### src/rtl/ctmr_pkg.sv
`timescale 1ns/1ps
package ctmr_pkg;
    localparam int unsigned NCH = 4;
    localparam int unsigned DW  = 8;

    // control-word bit positions (software-visible encoding)
    localparam int unsigned B_IE   = 7;
    localparam int unsigned B_CNT  = 6;
    localparam int unsigned B_DIV  = 5;
    localparam int unsigned B_RISE = 4;
    localparam int unsigned B_TRG  = 3;
    localparam int unsigned B_TCF  = 2;
    localparam int unsigned B_SRST = 1;
    localparam int unsigned B_CTL  = 0;

    typedef struct packed {
        logic ie;
        logic cnt_mode;
        logic div256;
        logic rise;
        logic wait_trg;
    } ch_cfg_t;
endpackage

### src/rtl/ctmr_chan.sv
`timescale 1ns/1ps
module ctmr_chan
    import ctmr_pkg::*;
#(
    parameter int unsigned DWID   = 8,
    parameter int unsigned PSC_LO = 16,
    parameter int unsigned PSC_HI = 256
) (
    input  logic            clk,
    input  logic            rst_n,
    input  logic            wr,
    input  logic [DWID-1:0] wdata,
    input  logic            trg_pin,
    output logic [DWID-1:0] count,
    output logic            zc,
    output logic            tc_wait,
    output logic            irq_set,
    output logic            irq_clr
);
    localparam int unsigned PW = $clog2(PSC_HI);

    typedef struct packed {
        ch_cfg_t         cfg;
        logic            tcw;
        logic [DWID-1:0] tc;
        logic [DWID-1:0] cnt;
        logic            run;
        logic            armed;
        logic            go;
        logic [PW-1:0]   psc;
        logic            s1;
        logic            s2;
        logic            prv;
        logic            zc;
    } ch_st_t;

    ch_st_t st_q, st_d;
    logic edge_seen, tick;
    logic [PW-1:0] psc_top;

    always_comb begin
        st_d = st_q;
        st_d.s1  = trg_pin;
        st_d.s2  = st_q.s1;
        st_d.prv = st_q.s2;
        st_d.zc  = 1'b0;
        edge_seen = st_q.cfg.rise ? (st_q.s2 & ~st_q.prv) : (~st_q.s2 & st_q.prv);
        psc_top   = st_q.cfg.div256 ? PW'(PSC_HI - 1) : PW'(PSC_LO - 1);
        tick      = 1'b0;

        if (st_q.run) begin
            if (st_q.cfg.cnt_mode) begin
                tick = edge_seen;
            end else if (st_q.psc == psc_top) begin
                st_d.psc = '0;
                tick     = 1'b1;
            end else begin
                st_d.psc = st_q.psc + 1'b1;
            end
        end

        // trigger start: edge seen -> go -> running
        if (st_q.go) begin
            st_d.go  = 1'b0;
            st_d.run = 1'b1;
        end
        if (st_q.armed && edge_seen) begin
            st_d.armed = 1'b0;
            st_d.go    = 1'b1;
        end

        if (tick) begin
            if (st_q.cnt == DWID'(1)) begin
                st_d.cnt = st_q.tc;
                st_d.zc  = 1'b1;
            end else begin
                st_d.cnt = st_q.cnt - 1'b1;
            end
        end

        if (wr) begin
            if (st_q.tcw) begin
                st_d.tc  = wdata;
                st_d.tcw = 1'b0;
                if (!st_q.run && !st_q.armed && !st_q.go) begin
                    st_d.cnt = wdata;
                    st_d.psc = '0;
                    if (st_q.cfg.cnt_mode || !st_q.cfg.wait_trg) st_d.run   = 1'b1;
                    else                                          st_d.armed = 1'b1;
                end
            end else if (wdata[B_CTL]) begin
                st_d.cfg.ie       = wdata[B_IE];
                st_d.cfg.cnt_mode = wdata[B_CNT];
                st_d.cfg.div256   = wdata[B_DIV];
                st_d.cfg.rise     = wdata[B_RISE];
                st_d.cfg.wait_trg = wdata[B_TRG];
                st_d.tcw          = wdata[B_TCF];
                if (wdata[B_SRST]) begin
                    st_d.run   = 1'b0;
                    st_d.armed = 1'b0;
                    st_d.go    = 1'b0;
                    st_d.psc   = '0;
                end
            end
        end
    end

    always_ff @(posedge clk) begin
        if (!rst_n) st_q <= '0;
        else        st_q <= st_d;
    end

    assign count   = st_q.cnt;
    assign zc      = st_q.zc;
    assign tc_wait = st_q.tcw;
    assign irq_set = st_q.zc & st_q.cfg.ie;
    assign irq_clr = wr & ~st_q.tcw & wdata[B_CTL] & ~wdata[B_IE];
endmodule

### src/rtl/ctmr_irq.sv
`timescale 1ns/1ps
module ctmr_irq #(
    parameter int unsigned NCHAN = 4,
    parameter int unsigned DWID  = 8,
    localparam int unsigned CHW  = $clog2(NCHAN),
    localparam int unsigned VW   = DWID - CHW - 1
) (
    input  logic             clk,
    input  logic             rst_n,
    input  logic [NCHAN-1:0] req_set,
    input  logic [NCHAN-1:0] req_clr,
    input  logic             iei,
    input  logic             m1_n,
    input  logic             iorq_n,
    input  logic             isr_done,
    input  logic [VW-1:0]    vbase,
    output logic             int_n,
    output logic             ieo,
    output logic             vec_oe,
    output logic [DWID-1:0]  vec
);
    typedef struct packed {
        logic [NCHAN-1:0] ip;
        logic [NCHAN-1:0] ius;
        logic             ack_q;
        logic             hold;
        logic [CHW-1:0]   ch;
    } irq_st_t;

    irq_st_t st_q, st_d;
    logic [NCHAN-1:0] elig;
    logic             any_elig, inta, seen, done_f;
    logic [CHW-1:0]   sel, vchan;

    always_comb begin
        seen = 1'b0;
        for (int i = 0; i < NCHAN; i++) begin
            seen    = seen | st_q.ius[i];
            elig[i] = st_q.ip[i] & ~seen;
        end
        any_elig = |elig;
        sel = '0;
        for (int i = NCHAN - 1; i >= 0; i--) begin
            if (elig[i]) sel = CHW'(i);
        end
        inta = ~m1_n & ~iorq_n;

        st_d       = st_q;
        st_d.ack_q = inta;
        st_d.ip    = (st_q.ip | req_set) & ~req_clr;
        if (inta && !st_q.ack_q) begin
            st_d.hold = iei & any_elig;
            st_d.ch   = sel;
            if (iei && any_elig) begin
                st_d.ip[sel]  = 1'b0;
                st_d.ius[sel] = 1'b1;
            end
        end
        if (!inta) st_d.hold = 1'b0;

        done_f = 1'b0;
        if (isr_done && iei) begin
            for (int i = 0; i < NCHAN; i++) begin
                if (!done_f && st_q.ius[i]) begin
                    st_d.ius[i] = 1'b0;
                    done_f      = 1'b1;
                end
            end
        end
    end

    always_ff @(posedge clk) begin
        if (!rst_n) st_q <= '0;
        else        st_q <= st_d;
    end

    assign vchan  = st_q.ack_q ? st_q.ch : sel;
    assign vec    = {vbase, vchan, 1'b0};
    assign vec_oe = inta & iei & (st_q.ack_q ? st_q.hold : any_elig);
    assign int_n  = ~(iei & any_elig);
    assign ieo    = iei & ~(|st_q.ip) & ~(|st_q.ius);
endmodule

### src/rtl/cnt_timer_quad.sv
`timescale 1ns/1ps
module cnt_timer_quad
    import ctmr_pkg::*;
#(
    parameter int unsigned NCHAN  = NCH,
    parameter int unsigned DWID   = DW,
    parameter int unsigned PSC_LO = 16,
    parameter int unsigned PSC_HI = 256,
    localparam int unsigned CHW   = $clog2(NCHAN),
    localparam int unsigned VW    = DWID - CHW - 1
) (
    input  logic             clk,
    input  logic             rst_n,
    input  logic             wr_en,
    input  logic [CHW-1:0]   wsel,
    input  logic [DWID-1:0]  wdata,
    input  logic [CHW-1:0]   rsel,
    output logic [DWID-1:0]  rdata,
    input  logic [NCHAN-1:0] trg,
    output logic [NCHAN-1:0] zc,
    input  logic             m1_n,
    input  logic             iorq_n,
    input  logic             iei,
    input  logic             isr_done,
    output logic             int_n,
    output logic             ieo,
    output logic             vec_oe,
    output logic [DWID-1:0]  vec
);
    logic [DWID-1:0]  cnt_a [NCHAN];
    logic [NCHAN-1:0] tcw, set_v, clr_v;
    logic [VW-1:0]    vbase_d, vbase_q;

    for (genvar g = 0; g < NCHAN; g++) begin : g_ch
        ctmr_chan #(.DWID(DWID), .PSC_LO(PSC_LO), .PSC_HI(PSC_HI)) u_ch (
            .clk     (clk),
            .rst_n   (rst_n),
            .wr      (wr_en && (wsel == CHW'(g))),
            .wdata   (wdata),
            .trg_pin (trg[g]),
            .count   (cnt_a[g]),
            .zc      (zc[g]),
            .tc_wait (tcw[g]),
            .irq_set (set_v[g]),
            .irq_clr (clr_v[g])
        );
    end

    always_comb begin
        vbase_d = vbase_q;
        if (wr_en && wsel == '0 && !tcw[0] && !wdata[0]) vbase_d = wdata[DWID-1:CHW+1];
    end

    always_ff @(posedge clk) begin
        if (!rst_n) vbase_q <= '0;
        else        vbase_q <= vbase_d;
    end

    assign rdata = cnt_a[rsel];

    ctmr_irq #(.NCHAN(NCHAN), .DWID(DWID)) u_irq (
        .clk      (clk),
        .rst_n    (rst_n),
        .req_set  (set_v),
        .req_clr  (clr_v),
        .iei      (iei),
        .m1_n     (m1_n),
        .iorq_n   (iorq_n),
        .isr_done (isr_done),
        .vbase    (vbase_q),
        .int_n    (int_n),
        .ieo      (ieo),
        .vec_oe   (vec_oe),
        .vec      (vec)
    );
endmodule

### config.mk
export PLATFORM = sky130hd
export DESIGN_NAME = cnt_timer_quad
export DESIGN_NICKNAME = d
export VERILOG_FILES = /design/src/rtl/ctmr_pkg.sv /design/src/rtl/ctmr_chan.sv /design/src/rtl/ctmr_irq.sv /design/src/rtl/cnt_timer_quad.sv
export SDC_FILE = /design/constraint.sdc
export NUM_CORES = 1
export LEC_CHECK = 0
export ABC_CLOCK_PERIOD_IN_PS = 2300
export BUFFER_PORTS_ARGS = -buffer_cell sky130_fd_sc_hd__buf_2
export CAP_MARGIN = 20
export CORE_MARGIN = 3
export CORE_UTILIZATION = 45
export CTS_CLUSTER_SIZE = 30
export DETAILED_ROUTE_END_ITERATION = 6
export MAX_ROUTING_LAYER = met4
export PLACE_DENSITY = 0.59
export SLEW_MARGIN = 20
export SYNTH_ARGS = -nofsm -noshare
export SYNTH_HDL_FRONTEND = slang
export SYNTH_SLANG_ARGS = --single-unit
export TNS_END_PERCENT = 10
### constraint.sdc
create_clock -name clk -period 2.3 [get_ports clk]
set_input_delay 0.23 -clock clk [delete_from_list [all_inputs] [get_ports clk]]
set_output_delay 0.23 -clock clk [all_outputs]
set_load 0.01 [all_outputs]
== After elaboration in Yosys (flattened, before gate mapping) ==
Cells that the tools add are included.
Word-level totals
  flip-flop bits (word level): 165
  output and inout bits: 23
  logic and storage cells: 354
  input bits: 23
Cells by class
  equality and inequality tests: 11
  $add $sub $neg: 8
  $lt $le $gt $ge: 3
  reductions and logical operators: 68
  mux-type cells: 128
  bitwise logic cells: 66
Operators by type and width (count)
  $mux W8: 40
  $mux W11: 8
  $mux W19: 4
  $mux W1: 56
  $mux W10: 4
  $and A1 B1 Y1: 34
  $add A8 B1 Y8 const B: 4
  $eq A8 B1 Y1 const B: 4
  $eq A8 B8 Y1: 4
  $sub A8 B1 Y8 const B: 4
  $mux W2: 13
  $logic_and A1 B1 Y1: 25
  $logic_not A1 Y1: 22
  $not A1 Y1: 22
  $reduce_and A2 Y1: 9
  $bmux W8 S2: 1
  $reduce_and A3 Y1: 4
  $reduce_or A4 Y1: 3
  $and A4 B4 Y4: 2
  $not A4 Y4: 2
  $or A4 B4 Y4: 2
  $eq A2 B2 Y1 const B: 2
  $logic_or A1 B1 Y1: 4
  $mux W4: 1
  other kinds (8): 10

== Longest topological paths before layout ==
Gate-level depths: netlist of run 1.
  depth in word-level cells: 19
  mapped depth: 9
  depth with buffers taken out: 7

== Hierarchy ==
Synthesis of run 1 repeated with hierarchy kept, for this count alone.
Unflattened totals
  cell total of the unflattened synthesis: 1032
  area, all modules: 8436.8 sq um
Modules (own cells, without submodules)
  ctmr_chan (g_ch[0].u_ch ...): seq. area each 740.7 sq um, times used 2, area each 1826.8 sq um, cells an instance 230
  ctmr_chan (g_ch[2].u_ch ...): seq. area each 740.7 sq um, times used 2, area each 1821.7 sq um, cells an instance 228
  ctmr_irq: seq. area each 240.2 sq um, times used 1, area each 696.9 sq um, cells an instance 79
  cnt_timer_quad: seq. area each 100.1 sq um, times used 1, area each 442.9 sq um, cells an instance 37

== Least setup slack after synthesis of run 1 ==
Ideal clock, no wire load.
  path type: register to register
  from: register g_ch[0].u_ch.st_q, in the netlist g_ch[0].u_ch.count[0]
  to: register g_ch[0].u_ch.st_q, in the netlist g_ch[0].u_ch.count[2]
  cell stages (with the launch flop): 9
  setup slack: 284 ps
  path buffers: 2
  clock period less this slack: 2016 ps
  data required time: 2177 ps
  library setup time: 123 ps
  data arrival time: 1893 ps
  cells stage by stage: dfxtp_1 > ha_1 > or4b_1 > buf_2 > or2_2 > buf_2 > a2bb2oi_1 > o211ai_1 > o22ai_1
On the way
  word-level cells in the longest chain between the ends: 6
  elaborated cells between the ends (all ways): 7
  classes of those cells: 1 x add/sub; 1 x eq/ne; 5 x mux
Ends and longest elaborated chain
  start: declaration: RTL line ctmr_chan.sv:37  | ch_st_t st_q, st_d;
  start signal: assignment: RTL line ctmr_chan.sv:110  | else st_q <= st_d;
  $sub A8 B1 Y8 / $eq A8 B1 Y1 (equally long branches): RTL line ctmr_chan.sv:77, ctmr_chan.sv:73
  $mux W8 *: RTL line ctmr_chan.sv:73  | if (st_q.cnt == DWID'(1)) begin
  $mux W8 *: RTL line ctmr_chan.sv:72  | if (tick) begin
  $mux W10: RTL line ctmr_chan.sv:85  | if (!st_q.run && !st_q.armed && !st_q.go) begin
  $mux W8: RTL line ctmr_chan.sv:82  | if (st_q.tcw) begin
  $mux W19 *: RTL line ctmr_chan.sv:81  | if (wr) begin
Every way passes the cells marked *; elsewhere a longest branch is shown, timed or not.
A chain may end at the register's enable or synchronous reset.

== Worst setup path in the final report of run 1 ==
  from: register g_ch[0].u_ch.st_q[9] (netlist name)
  to: register g_ch[0].u_ch.st_q, in the netlist g_ch[0].u_ch.count[5]
On the way
  word-level cells in the longest chain between the ends: 8
Ends and longest elaborated chain
  $eq A8 B8 Y1 *: RTL line ctmr_chan.sv:54  | end else if (st_q.psc == psc_top) begin
  $mux W1 *: RTL line ctmr_chan.sv:54
  $mux W1 *: RTL line ctmr_chan.sv:52  | if (st_q.cfg.cnt_mode) begin
  $mux W1 *: RTL line ctmr_chan.sv:51  | if (st_q.run) begin
  $mux W8 *: RTL line ctmr_chan.sv:72
  $mux W10: RTL line ctmr_chan.sv:85
  $mux W8: RTL line ctmr_chan.sv:82
  $mux W19 *: RTL line ctmr_chan.sv:81
Marked as above.

==> results by group, run 1 <==
Timing
  – Fin crit period: 2140 ps
  – Final setup skew: 7.13 ps
  – Final Hold Fails: 0
  – RSZ-0062 raised after global routing: no
  – Setup violators final: 0
  – Period utilisation layout: 92.9%
  – TNS Setup: 0 ps
  – Final Slew Violations: 0
  – Relative slew slack: 38.1%
  – Fmax: 468 MHz
  – Worst slew pin tran: 929 ps

Yosys
  – Syn Nets: 995
  – Top FF cell, synth: dfxtp_1
  – Post-synthesis cell count: 960
  – Library cells used by synthesis: 70
  – Syn_area_per_cell: 8.28 um2
  – Mapped cell area: 7950 um2
  – Number of synthesized flops with an enable pin: 0
  – #FFs+latches synth: 165
  – Seq/Total Area, Yosys: 41.5%
  – Synth Warn #: 0
  – Ys async rst share: 0%

Worst setup path
  – WP buf/inv: 0
  – Critical Path RT: 2640 ps
  – Critical Path, Cell by Cell: or4_4 -> o22ai_4 -> a32oi_2 -> o311a_2 -> a311oi_1
  – Slowest stage delay, CP: 540 ps
  – CP endpoint kind: flip-flop
  – Crit path max fanout: 12
  – Family with the most delay on the worst path: compound AO/OA/AOI/OAI gates
  – Slowest CP cell: or4_4
  – Setup Crit Path Kind: flip-flop to flip-flop
  – CP arrival: 2470 ps
  – CP Launch Type: flip-flop

Placement
  – Post-DP HPWL: 14.4 mm
  – Port Buf Inserts: 44
  – Global placer's final weighted congestion: 0.901

Routing
  – DR iter-0 viols: 468
  – DRC errors left: 0
  – DR vias/cell: 5.65
  – Wire per inst: 16.8 um
  – Post-DRT Antenna Nets: 0
  – Vias: 7017
  – Router iterations before antenna repair: 5
  – Routed wire length: 20.9 mm

Clock tree
  – Num CTS Buffers: 17
  – Clk pin slew, worst setup/hold paths: 70 ps
  – H-Tree Depth: 4
  – Clock Path Buffers: 2
  – Root Driver: clkbuf_16
  – CTS tree: built
  – Worst-skew pair later-pin latency: 440 ps
  – Post-CTS Setup Inserts: 0
  – Clk sink count: 165

Power and ir drop
  – Worst vdd ir: 0.000555 V
  – Power Total: 6.20 mW
  – Clock power frac: 48.6%
  – LEAKAGE: 3.28 nW
  – Sw power: 1.48 mW
  – Switch share: 23.9%
  – PD cells: 679 nW/um2
  – Combinational share of power: 4.5%
  – Sequential power share: 46.8%
  – Pint: 4.72 mW

GRT
  – Number of global-route vias before repair: 6338
  – Initial antenna violation count: 0
  – First-pass GRT wire length: 33.9 mm
  – Global route overflow: 0
  – GRT Total Usage: 22.3%
  – Pin count of the biggest net entering global routing: 50

Hold path
  – Hold Crit Class: primary input to flip-flop

Floorplan
  – Die height: 139 um
  – Core Area: 16900 um2
  – Num rows: 47
  – Die width: 139 um
  – Die ar.: 19300 um2
  – Initial Util: 46.9%
  – I/O pin count: 46

Finish
  – Fin nets: 1045
  – Diode count: 0
  – Area delta synth->final: 14.8%
  – Share of layout cells above drive strength 1: 14.0%

Job
  – Max-Cap Viols: 0

Outcome
  – Outcome: finished clean
## state kept, by name, summed over array words and instances, names as in the netlist
register and cells:
g_ch.u_ch.tc_wait 4, g_ch.u_ch.count 32, g_ch.u_ch.zc 4, g_ch.u_ch.st_d 8, u_irq.st_q 12, g_ch.u_ch.st_q 100
vbase_q 5
## cell type report
class,instances,area [um2]
Clock buffer,17,425
Clock inverter,15,189
Fill cell,1627,7810
Inverter,21,78.8
Multi-Input combinational cell,725,4350
Sequential cell,165,3300
Tap cell,220,275
Timing Repair Buffer,80,505
## per-layer routing
metal	vias up	track usage, %	part of all wire [%]
met3	17	3.52	4.6
met2	161	32.7	44
li1	3544	-	-
met4	0	5.92	0.94
met5	-	-	0
met1	3295	32.0	51
## worst register-to-register path: stages, from the launching register on
cell and delay (ps):
dfxtp_1 350, or4_4 540, o22ai_4 230, a32oi_2 200
o311a_2 450, a311oi_1 270
## cells in the mapped netlist, types with 7 or more instances
cell,instances,area share (%)
a211oi_1,7,0.66
clkbuf_1,29,1.4
ha_1,12,1.9
and3_1,12,0.94
nor3_1,24,1.5
o211ai_1,12,1.1
a31oi_1,19,1.5
inv_1,21,0.99
nor2b_1,9,0.71
nor2_1,105,5.0
a21oi_1,72,4.5
mux4_2,8,2.3
o22ai_1,15,1.2
nand3_1,28,1.8
a32oi_1,8,0.88
o21ai_0,36,2.3
nand2b_1,17,1.3
buf_2,10,0.63
dfxtp_1,165,42
nand2_1,158,7.5
or3_1,7,0.55
nand3b_1,9,0.85
and2_1,14,1.1
xnor2_1,10,1.1
mux2i_1,30,3.8
## power by group through the flow
stage | Combinational (mW) | Sequential (mW) | Clock (mW)
after CTS | 0.283 | 2.90 | 3.07
final | 0.282 | 2.90 | 3.01
after detailed placement | 0.274 | 2.97 | 0
after global routing | 0.309 | 2.90 | 3.16
after floorplan | 0.175 | 2.96 | 0
after global placement | 0.275 | 2.97 | 0
## worst paths after layout
kind / startpoint / endpoint / slack [ps] / cells after the start
min reg2reg: g_ch[3].u_ch.st_d[2] / g_ch[3].u_ch.st_d[1] / 430 / 1
max reg2reg: g_ch[0].u_ch.st_q[9] / g_ch[0].u_ch.count[5] / 160 / 5
max: g_ch[0].u_ch.st_q[9] / g_ch[0].u_ch.count[5] / 160 / 5
min: isr_done / u_irq.st_q[7] / 120 / 4
## what timing repair did
action	CTS	global route
hold buffers	6	0
endpoints found under the hold margin	5	0
setup endpoints to repair	0	1
gates resized for setup	0	1
## layout by cell type (no fill, tap or decap), drive strengths merged, types with 12 or more instances in the layout
| master | n |
|---|---|
| nor2 | 106 |
| dfxtp | 165 |
| nand2 | 158 |
| o211ai | 12 |
| ha | 12 |
| o22ai | 17 |
| clkbuf | 17 |
| inv | 30 |
| and3 | 13 |
| and2 | 14 |
| a21oi | 72 |
| o21ai | 36 |
| nand3 | 28 |
| mux2i | 30 |
| nor3 | 25 |
| a31oi | 19 |
| buf | 74 |
| nand2b | 17 |
## cell families after synthesis
family,after synthesis,share of synthesized area [%]
adder cells (fa/ha/maj),12,1.89
multiplexers,44,6.89
other,1,0.0472
AO/OA/AOI/OAI,224,18.4
AND/OR/NAND/NOR,430,25.9
buffers and inverters,70,3.84
flip-flops,165,41.5
XOR/XNOR,14,1.54
## per-stage QoR
step / cells / area [um2] / util, % / setup slack, ps / hold WS, ps
after floorplan: 960 / 7950 / - / 284 / 309
after global placement: 1205 / 8440 / 49.9 / 235 / 413
after detailed placement: 1205 / 8440 / 49.9 / 186 / 421
after CTS: 1243 / 9120 / 53.8 / 88.0 / 107
after global routing: 1243 / 9120 / 53.9 / 36.3 / 141
final: 1243 / 9120 / 53.9 / 162 / 116
No activity file was read; power rests on OpenSTA's default activity.
==> run 2: changes to the inputs <==
Settings changed: CELL_PAD_IN_SITES_DETAIL_PLACEMENT set to 0, CELL_PAD_IN_SITES_GLOBAL_PLACEMENT set to 2, CORE_UTILIZATION 45 to 37, PLACE_DENSITY 0.59 to 0.76.
==> run 2 against run 1 <==
  * Sequential share of layout area shrank 0.51 points
  * Sequential cell count is the same
  * Maximum frequency grew 1.8%
  * Register-to-register slack gained 40 ps
  * Clock skew grew 0.80 ps
  * Utilization shrank 9.1 points
  * Die area grew 21%
  * Worst setup slack gained 38 ps
  * Clock power grew 6%
  * First-iteration DRC count grew 7.1%
  * Count of clock-buffer cells in the layout grew 1
  * Critical path depth grew 2
==> results by group, run 2 (synthesis gave the netlist of run 1 again) <==
Outcome
  – Outcome: finished clean

Floorplan
  – Core Area: 20700 um2
  – I/O pin count: 46
  – Die height: 153 um
  – Initial Util: 38.4%
  – Die width: 153 um
  – Die ar.: 23300 um2
  – Num rows: 52

Clock tree
  – Post-CTS Setup Inserts: 0
  – Root Driver: clkbuf_16
  – Num CTS Buffers: 17
  – Clk sink count: 165
  – CTS tree: built
  – Worst-skew pair later-pin latency: 430 ps
  – H-Tree Depth: 4
  – Clk pin slew, worst setup/hold paths: 70 ps
  – Clock Path Buffers: 2

Worst setup path
  – Setup slack, reg-to-reg: 200 ps
  – Critical Path RT: 2600 ps
  – CP endpoint kind: flip-flop
  – Setup Crit Path Kind: flip-flop to flip-flop
  – Crit path max fanout: 6
  – CP Launch Type: flip-flop
  – CP arrival: 2400 ps

Finish
  – Non-filler instance count after layout: 1298
  – Final Core Density: 44.7%
  – Max reg flops: 100
  – Design area: 9260 um2
  – Share of layout cells above drive strength 1: 14.5%
  – Commonest non-fill, non-tap cell in the layout: dfxtp_1
  – Fin nets: 1050
  – Largest Register: g_ch.u_ch.st_q
  – Diode count: 0
  – Area delta synth->final: 16.4%
  – Leading cell types in the layout, fill and taps excluded: dfxtp_1 (165), nand2_1 (158), nor2_1 (105), a21oi_1 (72), buf_2 (44)

Routing
  – Vias: 7000
  – Wire per inst: 17.7 um
  – Router iterations before antenna repair: 5
  – Top routing layer in use: met4
  – DRC errors left: 0
  – Routed wire length: 22.9 mm
  – Post-DRT Antenna Nets: 0
  – DR iter-0 viols: 501
  – WL met3: 1.05 mm
  – DR WL met2: 10.2 mm
  – DR vias/cell: 5.39
  – M1 WL: 11.3 mm

Hold path
  – Hold Crit Class: primary input to flip-flop

Placement
  – Post-DP HPWL: 16.1 mm
  – Port Buf Inserts: 44
  – Placed cell count: 1261
  – Dpl cell area: 8550 um2
  – Pre-CTS setup slack: 231 ps
  – Global placer's final weighted congestion: 0.830

Timing
  – Period utilisation layout: 91.3%
  – Final WS setup: 200 ps
  – Fmax: 476 MHz
  – Worst slew pin tran: 697 ps
  – Final setup skew: 7.93 ps
  – TNS Setup: 0 ps
  – Final Slew Violations: 0
  – RSZ-0062 raised after global routing: no
  – Relative slew slack: 53.5%
  – Fin crit period: 2100 ps
  – Final Hold Fails: 0
  – Setup violators final: 0
  – Hold slack: 22.7 ps

Power and ir drop
  – Power Total: 6.37 mW
  – Worst vdd ir: 0.000392 V
  – PD cells: 688 nW/um2
  – LEAKAGE: 3.32 nW

GRT
  – Global route overflow: 0
  – Pin count of the biggest net entering global routing: 34
  – GRT Total Usage: 20.3%
  – First-pass GRT wire length: 37.0 mm
  – Initial antenna violation count: 0
  – Number of global-route vias before repair: 6686

Job
  – Max-Cap Viols: 0
run 2: routing by layer:
layer | GRT usage [%] | vias up
met5 | - | -
met4 | 5.13 | 0
met3 | 4.60 | 20
met2 | 30.3 | 128
met1 | 28.1 | 3300
li1 | - | 3552
run 2: final timing paths:
path	startpoint	endpoint	cells after the start
max reg2reg	g_ch[0].u_ch.count[1]	g_ch[0].u_ch.count[2]	7
min reg2reg	g_ch[2].u_ch.st_d[2]	g_ch[2].u_ch.st_d[1]	1
max	g_ch[0].u_ch.count[1]	g_ch[0].u_ch.count[2]	7
min	trg[0]	g_ch[0].u_ch.st_d[2]	2
run 2: timing repair:
action	4_1_cts	5_1_grt
endpoints found under the hold margin	4	0
setup endpoints to repair	0	1
hold buffers	5	0
resized for setup	0	1
run 2: worst max-delay path, stage by stage (launching register included):
cell       delay, ps
dfxtp_1          350
inv_1            100
ha_1             180
or4b_1           570
or2_2            380
a2bb2oi_1        140
o211ai_1         170
o22ai_1           80
run 2: layout make-up:
type,instances,area (um2)
Clock buffer,18,439
Tap cell,270,338
Fill cell,2132,11400
Clock inverter,14,209
Timing Repair Buffer,85,541
Inverter,21,78.8
Sequential cell,165,3300
Multi-Input combinational cell,725,4350
run 2: power by group:
| part | internal, mW | leakage (nW) | switching [mW] |
|---|---|---|---|
| clock | 1.89 | 0.321 | 1.29 |
| sequential | 2.88 | 1.33 | 0.0201 |
| combinational | 0.0991 | 1.67 | 0.191 |
==> run 3: changes to the inputs <==
Settings changed: ABC_CLOCK_PERIOD_IN_PS 2300 to 1760, CORE_UTILIZATION 37 to 34, PLACE_DENSITY 0.76 to 0.74, SETUP_SLACK_MARGIN set to 0.1.
Clock period 2.3 ns to 1.76 ns, I/O delays scaled along.
==> run 3 against run 2 <==
  * The flow now finishes with violations (negative setup slack)
  * Worst hold slack gained 36 ps
  * Worst setup slack lost 330 ps
  * Sequential power grew 30%
  * Critical endpoint is now g_ch[0].u_ch.count[4]
==> results by group, run 3 (synthesis gave the netlist of run 1 again) <==
Floorplan
  – Die height: 159 um
  – Core Area: 22800 um2
  – Die ar.: 25300 um2
  – I/O pin count: 46
  – Die width: 159 um
  – Initial Util: 34.9%
  – Num rows: 55

Timing
  – Period utilisation layout: 107%
  – Final Hold Fails: 0
  – Final setup skew: 10.4 ps
  – Final WS setup: -130 ps
  – Fmax: 529 MHz
  – Setup violators final: 13
  – RSZ-0062 raised after global routing: yes
  – Final Slew Violations: 0
  – Worst slew pin tran: 513 ps
  – Relative slew slack: 65.8%
  – Fin crit period: 1890 ps

Worst setup path
  – Reg2reg path depth: 5
  – Crit path capture: g_ch[0].u_ch.count[4]
  – Setup slack, reg-to-reg: -130 ps
  – Crit path max fanout: 7
  – Setup Crit Path Kind: flip-flop to flip-flop
  – CP endpoint kind: flip-flop
  – CP arrival: 2220 ps
  – CP Launch Type: flip-flop
  – Critical Path RT: 2090 ps
  – R2R Path End: g_ch[0].u_ch.count[4]
  – Worst r2r src: g_ch[0].u_ch.st_q[9]
  – CP startpoint: g_ch[0].u_ch.st_q[9]

Power and ir drop
  – Worst vdd ir: 0.000560 V
  – Power Total: 8.04 mW
  – PD cells: 770 nW/um2
  – LEAKAGE: 3.90 nW

Clock tree
  – Num CTS Buffers: 17
  – Worst-skew pair later-pin latency: 430 ps
  – CTS tree: built
  – H-Tree Depth: 4
  – Clock Path Buffers: 2
  – Root Driver: clkbuf_16
  – Clk pin slew, worst setup/hold paths: 70 ps
  – Clk sink count: 165

Routing
  – Routed wire length: 24.8 mm
  – Post-DRT Antenna Nets: 0
  – Router iterations before antenna repair: 4
  – DR vias/cell: 5.24
  – DRC errors left: 0
  – Vias: 7552
  – DR iter-0 viols: 477
  – Wire per inst: 17.2 um

Finish
  – Share of layout cells above drive strength 1: 27.8%
  – Area delta synth->final: 31.4%
  – Max reg flops: 100
  – Fin nets: 1149
  – FILL cells: 2278
  – Largest Register: g_ch.u_ch.st_q
  – Commonest non-fill, non-tap cell in the layout: nand2_1
  – Leading cell types in the layout, fill and taps excluded: nand2_1 (152), dfxtp_1 (149), buf_4 (117), nor2_1 (103), a21oi_1 (69)
  – Diode count: 0

Placement
  – Pre-CTS setup slack: -202 ps
  – Post-DP HPWL: 17.2 mm
  – Port Buf Inserts: 44
  – Global placer's final weighted congestion: 0.867

Job
  – Max-Cap Viols: 0

GRT
  – Number of global-route vias before repair: 7221
  – Initial antenna violation count: 0
  – First-pass GRT wire length: 39.5 mm
  – Pin count of the biggest net entering global routing: 51
  – GRT Total Usage: 19.9%
  – Global route overflow: 0

Outcome
  – Failing checks: negative setup slack
  – Outcome: complete, but fails checks

Hold path
  – Hold Crit Class: primary input to flip-flop
run 3: cell types whose count changed in the layout (fill, tap and decap cells not counted), sizes merged:
cell / before / now
dlygate4sd3: 5 / 6
buf: 80 / 176
clkinv: 2 / 4
or3: 7 / 8
bufinv: 4 / 2
inv: 29 / 28
a32o: 4 / 5
clkinvlp: 0 / 2
clkbuf: 18 / 17
run 3: what timing repair did:
| action | in CTS | in global routing |
|---|---|---|
| hold endpoints to repair | 5 | 0 |
| gates cloned | 0 | 2 |
| hold buffers | 6 | 0 |
| pin swaps | 35 | 21 |
| gates resized for setup | 56 | 46 |
| setup buffers | 2 | 4 |
| setup endpoints to repair | 59 | 69 |
run 3: layout make-up:
cell class	instances	area, um2	share of cell area (%)
Clock buffer	17	425	4.07
Tap cell	313	392	3.75
Inverter	21	78.8	0.755
Multi-Input combinational cell	727	4660	44.6
Clock inverter	15	166	1.59
Sequential cell	165	3330	31.9
Timing Repair Buffer	182	1400	13.4
run 3: metrics by stage:
step	instance area [um2]	cells	hold WS [ps]	utilization, %	TNS (ps)
6_report	10400	1440	59.2	45.9	-646
5_1_grt	10400	1440	66.6	45.9	-2430
4_1_cts	10200	1434	39.3	44.9	-848
3_5_place_dp	9330	1394	385	41.0	-1880
3_3_place_gp	9330	1394	381	41.0	-1480
2_1_floorplan	7990	960	255	-	-892
run 3: per-layer routing:
layer	vias to the layer above	part of all wire [%]	global-route usage, %
met5	-	0	-
met4	0	1.2	5.25
met3	23	3.4	2.79
met2	147	44	29.7
met1	3616	51	28.3
li1	3766	-	-
run 3: worst min-delay path by stage:
| stage | startpoint | to | slack [ps] | cells after the start |
|---|---|---|---|---|
| after detailed placement | m1_n | u_irq.st_q[3] | 380 | 2 |
| after global placement | m1_n | u_irq.st_q[3] | 380 | 2 |
| after floorplan | m1_n | u_irq.st_q[3] | 260 | 1 |
| after CTS | iorq_n | u_irq.st_q[2] | 40 | 3 |
| final | iorq_n | u_irq.st_q[2] | 60 | 3 |
| after global routing | iorq_n | u_irq.st_q[2] | 70 | 3 |
run 3: worst max-delay path, cell delays in order, from the launching register on:
cell and delay [ps]:
dfxtp_2 340, or4_4 530, o22ai_4 190, a32oi_4 120
or3_4 400, a311oi_2 220
run 3: power by group:
part           switching, mW  leakage (nW)  internal [mW]
combinational          0.278          2.27          0.171
sequential            0.0209          1.34           3.76
clock                   1.68         0.287           2.13
total                   1.98          3.90           6.06
